--- config.mk ---
export PLATFORM = sky130hd
export DESIGN_NAME = trk_err_bit
export DESIGN_NICKNAME = d
export VERILOG_FILES = /design/src/rtl/trk_err_bit_pkg.sv /design/src/rtl/trk_err_mag.sv /design/src/rtl/trk_err_iir.sv /design/src/rtl/trk_err_flag.sv /design/src/rtl/trk_err_bit.sv
export SDC_FILE = /design/constraint.sdc
export NUM_CORES = 1
export LEC_CHECK = 0
export ABC_AREA = 0
export CAP_MARGIN = 40
export CORE_ASPECT_RATIO = 1.5
export CORE_MARGIN = 2
export CORE_UTILIZATION = 38
export DETAILED_ROUTE_END_ITERATION = 8
export DONT_BUFFER_PORTS = 1
export PLACE_DENSITY = 0.59
export SLEW_MARGIN = 40
export SYNTH_ARGS = -nofsm -noshare
export SYNTH_HDL_FRONTEND = slang
export SYNTH_SLANG_ARGS = --single-unit
--- constraint.sdc ---
create_clock -name clk_i -period 4.3 [get_ports clk_i]
set_clock_uncertainty 0.2 [all_clocks]
set_input_delay 0.645 -clock clk_i [delete_from_list [all_inputs] [get_ports clk_i]]
set_output_delay 0.645 -clock clk_i [all_outputs]
set_load 0.05 [all_outputs]
--- src/rtl/trk_err_bit_pkg.sv ---
package trk_err_bit_pkg;
  localparam int unsigned DEF_ERR_W   = 16;
  localparam int unsigned DEF_SHIFT_K = 4;   // 2^4 samples at 32 kHz ~ 500 us
  localparam int unsigned DEF_THRESH  = 100;
endpackage

--- src/rtl/trk_err_mag.sv ---
module trk_err_mag #(
  parameter int unsigned ERR_W = 16
) (
  input  logic                    clk_i,
  input  logic                    rst_ni,
  input  logic signed [ERR_W-1:0] err_i,
  input  logic                    vld_i,
  output logic        [ERR_W-1:0] mag_o,
  output logic                    vld_o
);
  logic [ERR_W-1:0] mag_q;
  logic             vld_q;

  // negating the most negative code yields 2^(ERR_W-1) when read unsigned
  always_ff @(posedge clk_i or negedge rst_ni) begin
    if (!rst_ni) begin
      mag_q <= '0;
      vld_q <= 1'b0;
    end else begin
      vld_q <= vld_i;
      if (vld_i) mag_q <= err_i[ERR_W-1] ? $unsigned(-err_i) : $unsigned(err_i);
    end
  end

  assign mag_o = mag_q;
  assign vld_o = vld_q;

  // magnitude never exceeds 2^(ERR_W-1)
  a_r5_mag_range: assert property (@(posedge clk_i) disable iff (!rst_ni)
    mag_o <= {1'b1, {(ERR_W-1){1'b0}}});
  // sign symmetry, a strobed non-negative sample passes unchanged
  a_r5_pos_pass: assert property (@(posedge clk_i) disable iff (!rst_ni)
    (vld_i && !err_i[ERR_W-1]) |=> (mag_o == $past($unsigned(err_i))));
endmodule

--- src/rtl/trk_err_iir.sv ---
module trk_err_iir #(
  parameter int unsigned MAG_W   = 16,
  parameter int unsigned SHIFT_K = 4
) (
  input  logic             clk_i,
  input  logic             rst_ni,
  input  logic [MAG_W-1:0] mag_i,
  input  logic             vld_i,
  output logic [MAG_W-1:0] filt_o
);
  localparam int unsigned ACC_W = MAG_W + SHIFT_K;
  localparam int unsigned SUM_W = ACC_W + 1;

  logic [ACC_W-1:0] acc_q;
  logic [SUM_W-1:0] sum;

  // acc holds y*2^K; acc + |e| - y stays within [0, 2^K * max|e|]
  always_comb begin
    sum = {1'b0, acc_q} + SUM_W'(mag_i) - SUM_W'(acc_q >> SHIFT_K);
  end

  always_ff @(posedge clk_i or negedge rst_ni) begin
    if (!rst_ni)    acc_q <= '0;
    else if (vld_i) acc_q <= sum[ACC_W-1:0];
  end

  assign filt_o = acc_q[ACC_W-1:SHIFT_K];

  initial a_r3_shift_ok: assert (SHIFT_K >= 1);

  // no strobe, no change
  a_r4_hold: assert property (@(posedge clk_i) disable iff (!rst_ni)
    !vld_i |=> $stable(acc_q));
  // update moves toward the sample and does not pass it
  a_r3_up: assert property (@(posedge clk_i) disable iff (!rst_ni)
    (vld_i && mag_i >= filt_o) |=> (filt_o >= $past(filt_o) && filt_o <= $past(mag_i)));
  a_r3_down: assert property (@(posedge clk_i) disable iff (!rst_ni)
    (vld_i && mag_i <= filt_o) |=> (filt_o <= $past(filt_o) && filt_o >= $past(mag_i)));
  // no overflow of the scaled state
  a_r3_no_overflow: assert property (@(posedge clk_i) disable iff (!rst_ni)
    !sum[ACC_W]);
endmodule

--- src/rtl/trk_err_flag.sv ---
module trk_err_flag #(
  parameter int unsigned MAG_W  = 16,
  parameter int unsigned THRESH = 100
) (
  input  logic             clk_i,
  input  logic             rst_ni,
  input  logic [MAG_W-1:0] filt_i,
  input  logic             lost_i,
  output logic             fault_n_o
);
  localparam logic [MAG_W-1:0] THR_V = MAG_W'(THRESH);

  logic fault_n_q;

  always_ff @(posedge clk_i or negedge rst_ni) begin
    if (!rst_ni) fault_n_q <= 1'b1;
    else         fault_n_q <= !(lost_i || (filt_i > THR_V));
  end

  assign fault_n_o = fault_n_q;

  a_r6_lost: assert property (@(posedge clk_i) disable iff (!rst_ni)
    lost_i |=> !fault_n_o);
  a_r2_over: assert property (@(posedge clk_i) disable iff (!rst_ni)
    (filt_i > THR_V) |=> !fault_n_o);
  a_r7_clear: assert property (@(posedge clk_i) disable iff (!rst_ni)
    (!lost_i && filt_i <= THR_V) |=> fault_n_o);
endmodule

--- src/rtl/trk_err_bit.sv ---
module trk_err_bit
  import trk_err_bit_pkg::*;
#(
  parameter int unsigned ERR_W   = DEF_ERR_W,
  parameter int unsigned SHIFT_K = DEF_SHIFT_K,
  parameter int unsigned THRESH  = DEF_THRESH
) (
  input  logic                    clk_i,
  input  logic                    rst_ni,
  input  logic signed [ERR_W-1:0] err_i,
  input  logic                    err_vld_i,
  input  logic                    sig_lost_i,
  output logic                    bit_n_o
);
  logic [ERR_W-1:0] mag;
  logic             mag_vld;
  logic [ERR_W-1:0] filt;

  trk_err_mag #(.ERR_W(ERR_W)) u_mag (
    .clk_i (clk_i),
    .rst_ni(rst_ni),
    .err_i (err_i),
    .vld_i (err_vld_i),
    .mag_o (mag),
    .vld_o (mag_vld)
  );

  trk_err_iir #(.MAG_W(ERR_W), .SHIFT_K(SHIFT_K)) u_iir (
    .clk_i (clk_i),
    .rst_ni(rst_ni),
    .mag_i (mag),
    .vld_i (mag_vld),
    .filt_o(filt)
  );

  trk_err_flag #(.MAG_W(ERR_W), .THRESH(THRESH)) u_flag (
    .clk_i    (clk_i),
    .rst_ni   (rst_ni),
    .filt_i   (filt),
    .lost_i   (sig_lost_i),
    .fault_n_o(bit_n_o)
  );

  // a strobe cannot change the flag at the very next edge unless loss is flagged
  a_r8_latency: assert property (@(posedge clk_i) disable iff (!rst_ni)
    (err_vld_i && !mag_vld && !sig_lost_i && !$isunknown(filt)) |=> (bit_n_o == $past(filt <= ERR_W'(THRESH))));
endmodule

==> impl_metrics.json <==
{
  "status": "finished, final reports clean",
  "clk_latency_ns": 0.28,
  "min_period_ns": 3.272,
  "die_w_um": 79.87,
  "grtUsageMet3": 0.03604,
  "yosysTopAreaCellShare": 0.2822,
  "synth_top_area_cell": "dfrtp_1",
  "fin_setup_tns_ns": 0,
  "antenna_found_initial": 0,
  "die_area_mm2": 0.009408,
  "ys_top_cells_by_area": "dfrtp_1 (28%), fa_1 (9.8%), ha_1 (9.5%), inv_1 (9.2%), a21oi_1 (5.0%)",
  "setup_viol": 0,
  "grt_pass1_wl_mm": 13.24,
  "hold_violations": 0,
  "ys_types": 56,
  "cts_sinks": 38,
  "cts_resized": 0,
  "drc": 0,
  "period_share": 0.7608,
  "maxCapViolCount": 0,
  "ys_ff_latch": 38,
  "htreeDepth": 2,
  "core_area_mm2": 0.008413,
  "fmax_mhz": 305.7,
  "reg2regPathDepth": 10,
  "synth_warnings": 0,
  "cp_max_fo": 6,
  "grt_pass1_vias": 2782,
  "synth-edff-count": 0,
  "synth.most_common_cell": "inv_1",
  "synthesis.nets": 438,
  "hold_buffers": 2,
  "gp_congestion": 0.8962,
  "route.vias.total": 2563,
  "drtIter0Drc": 86,
  "synth.avg_cell_area_um2": 8.702,
  "gr-total-overflow": 0,
  "synthTopCellsByCount": "inv_1 (80), dfrtp_1 (37), a21oi_1 (33)",
  "tightest_slew_ns": 0.4928,
  "ant_nets": 0,
  "diodes": 0,
  "required_ns": 4.30,
  "netlist_area_mm2": 0.003281,
  "rr_startpoint": "u_iir.acc_q[6]",
  "drive_above_1_share": 0.06133,
  "cts_max_path_buffers": 2,
  "yosysSeqAreaShare": 0.2902,
  "grtUsageMet2": 0.3298,
  "routedWlPerCell_um": 15.54,
  "drt-pass1-iter-count": 4,
  "cts-buffers-inserted": 5,
  "crit_type": "register to register",
  "dpl.hpwl_mm": 6.001,
  "endpoint_kind": "register",
  "io_buffers": 0,
  "synth_flop_cell": "dfrtp_1",
  "initial_core_util": 0.3899,
  "globalRouteTotalUtil": 0.1775,
  "rows": 41,
  "drv_slew": 0,
  "busiest_layer": "met2",
  "worstPathArrival_ns": 3.27,
  "cts_tree": "done",
  "slew_headroom": 0.6715,
  "async_flop_share": 1.000,
  "clkSlewWorstSetupHoldPaths_ns": 0.06,
  "fin_nets": 435,
  "hold_class": "primary input to async pin",
  "ioPinCount": 21,
  "synth_cells": 377,
  "die_h_um": 117.8,
  "r2r_setup_slack_ns": 1.03,
  "grt_setup_unrepaired": "no",
  "grt_max_degree": 38,
  "critPathLaunchType": "register",
  "area_growth_pct": 9.649,
  "cts_root_buf": "clkbuf_16",
  "post_cts_buffers": 0,
  "routed_wl_mm": 7.491,
  "crit-reg2reg-capture": "u_iir.acc_q[17]",
  "met1_usage": 0.1987,
  "routed_via_density": 5.317
}
kinds of logic after synthesis:
family | count (synthesis) | share of synthesized area
DFF | 38 | 0.2902
AOI/OAI and AO/OA | 96 | 0.1888
buffers and inverters | 93 | 0.1068
and+or+nand+nor | 71 | 0.1140
muxes | 12 | 0.03776
xor gates and xnor gates | 26 | 0.06941
adders and majority gates | 41 | 0.1930
flip-flops by register name, summed over array words and instances (netlist names):
name and flops:
u_mag.mag_o 16, u_flag.fault_n_o 1, u_mag.vld_o 1, u_iir.acc_q 20
per-layer routing:
metal  vias up  routed length [µm]
met5         -                   0
li1       1255                   -
met2        43                4183
met1      1250                2867
met3        15                 242
met4         0                 197
through the flow:
stage	hold WS, ns	util	setup WS [ns]	instances	area [µm²]
finish	0.002949	0.4276	1.028	482	3597
global route	0.01412	0.4276	0.8303	482	3597
CTS	0.009552	0.4274	1.029	482	3596
detailed placement	0.1507	0.4008	1.043	472	3372
global placement	0.1504	0.4008	1.089	472	3372
floorplan	0.1494	-	1.471	377	3281
cell type report:
class	instances	area, µm²
fill	864	4816
multi-input combinational	246	1978
sequential	38	953.4
inverter	80	300.3
tap	107	133.9
clock buffer	5	125.1
clock inverter	3	68.82
timing repair buffer	3	37.54
worst max path at each step:
stage	slack [ns]	start	to	cells after the start
2_1_floorplan	1.47	u_mag.mag_o[1]	u_iir.acc_q[18]	10
3_3_place_gp	1.09	u_iir.acc_q[6]	u_iir.acc_q[17]	10
3_5_place_dp	1.04	u_iir.acc_q[6]	u_iir.acc_q[17]	10
4_1_cts	1.03	u_iir.acc_q[6]	u_iir.acc_q[17]	10
5_1_grt	0.83	u_iir.acc_q[6]	u_iir.acc_q[17]	10
6_report	1.03	u_iir.acc_q[6]	u_iir.acc_q[17]	10
critical path: stages, from the launching register on:
cell and delay, ns:
dfrtp_1 0.45, inv_1 0.11, fa_1 0.51, inv_1 0.04, ha_1 0.38, a21oi_1 0.30
o21ai_0 0.15, a32oi_1 0.25, o221ai_1 0.27, or3_1 0.43, o2111ai_1 0.09
placed cells by master (no fill, tap or decap), types with 2 or more instances in the layout:
master,Yosys,layout
inv_1,80,80
dfrtp_1,37,36
a21oi_1,33,33
ha_1,25,25
o21ai_0,21,21
nand2_1,20,20
fa_1,16,16
nor2_1,15,15
xor2_1,14,14
xnor2_1,12,12
nand3_1,9,9
mux2i_1,9,9
o21bai_1,7,7
nand4_1,5,5
a21o_1,5,5
clkbuf_16,0,5
or3_1,4,4
o31ai_1,4,4
o211ai_1,4,4
mux2_2,3,3
a211o_1,3,3
o221ai_1,3,3
nor3_1,2,2
and3_1,2,2
nand3b_1,2,2
bufinv_16,0,2
Power is not shown: default switching activity piles up to over one toggle a cycle in this logic, so the estimate is an artifact.
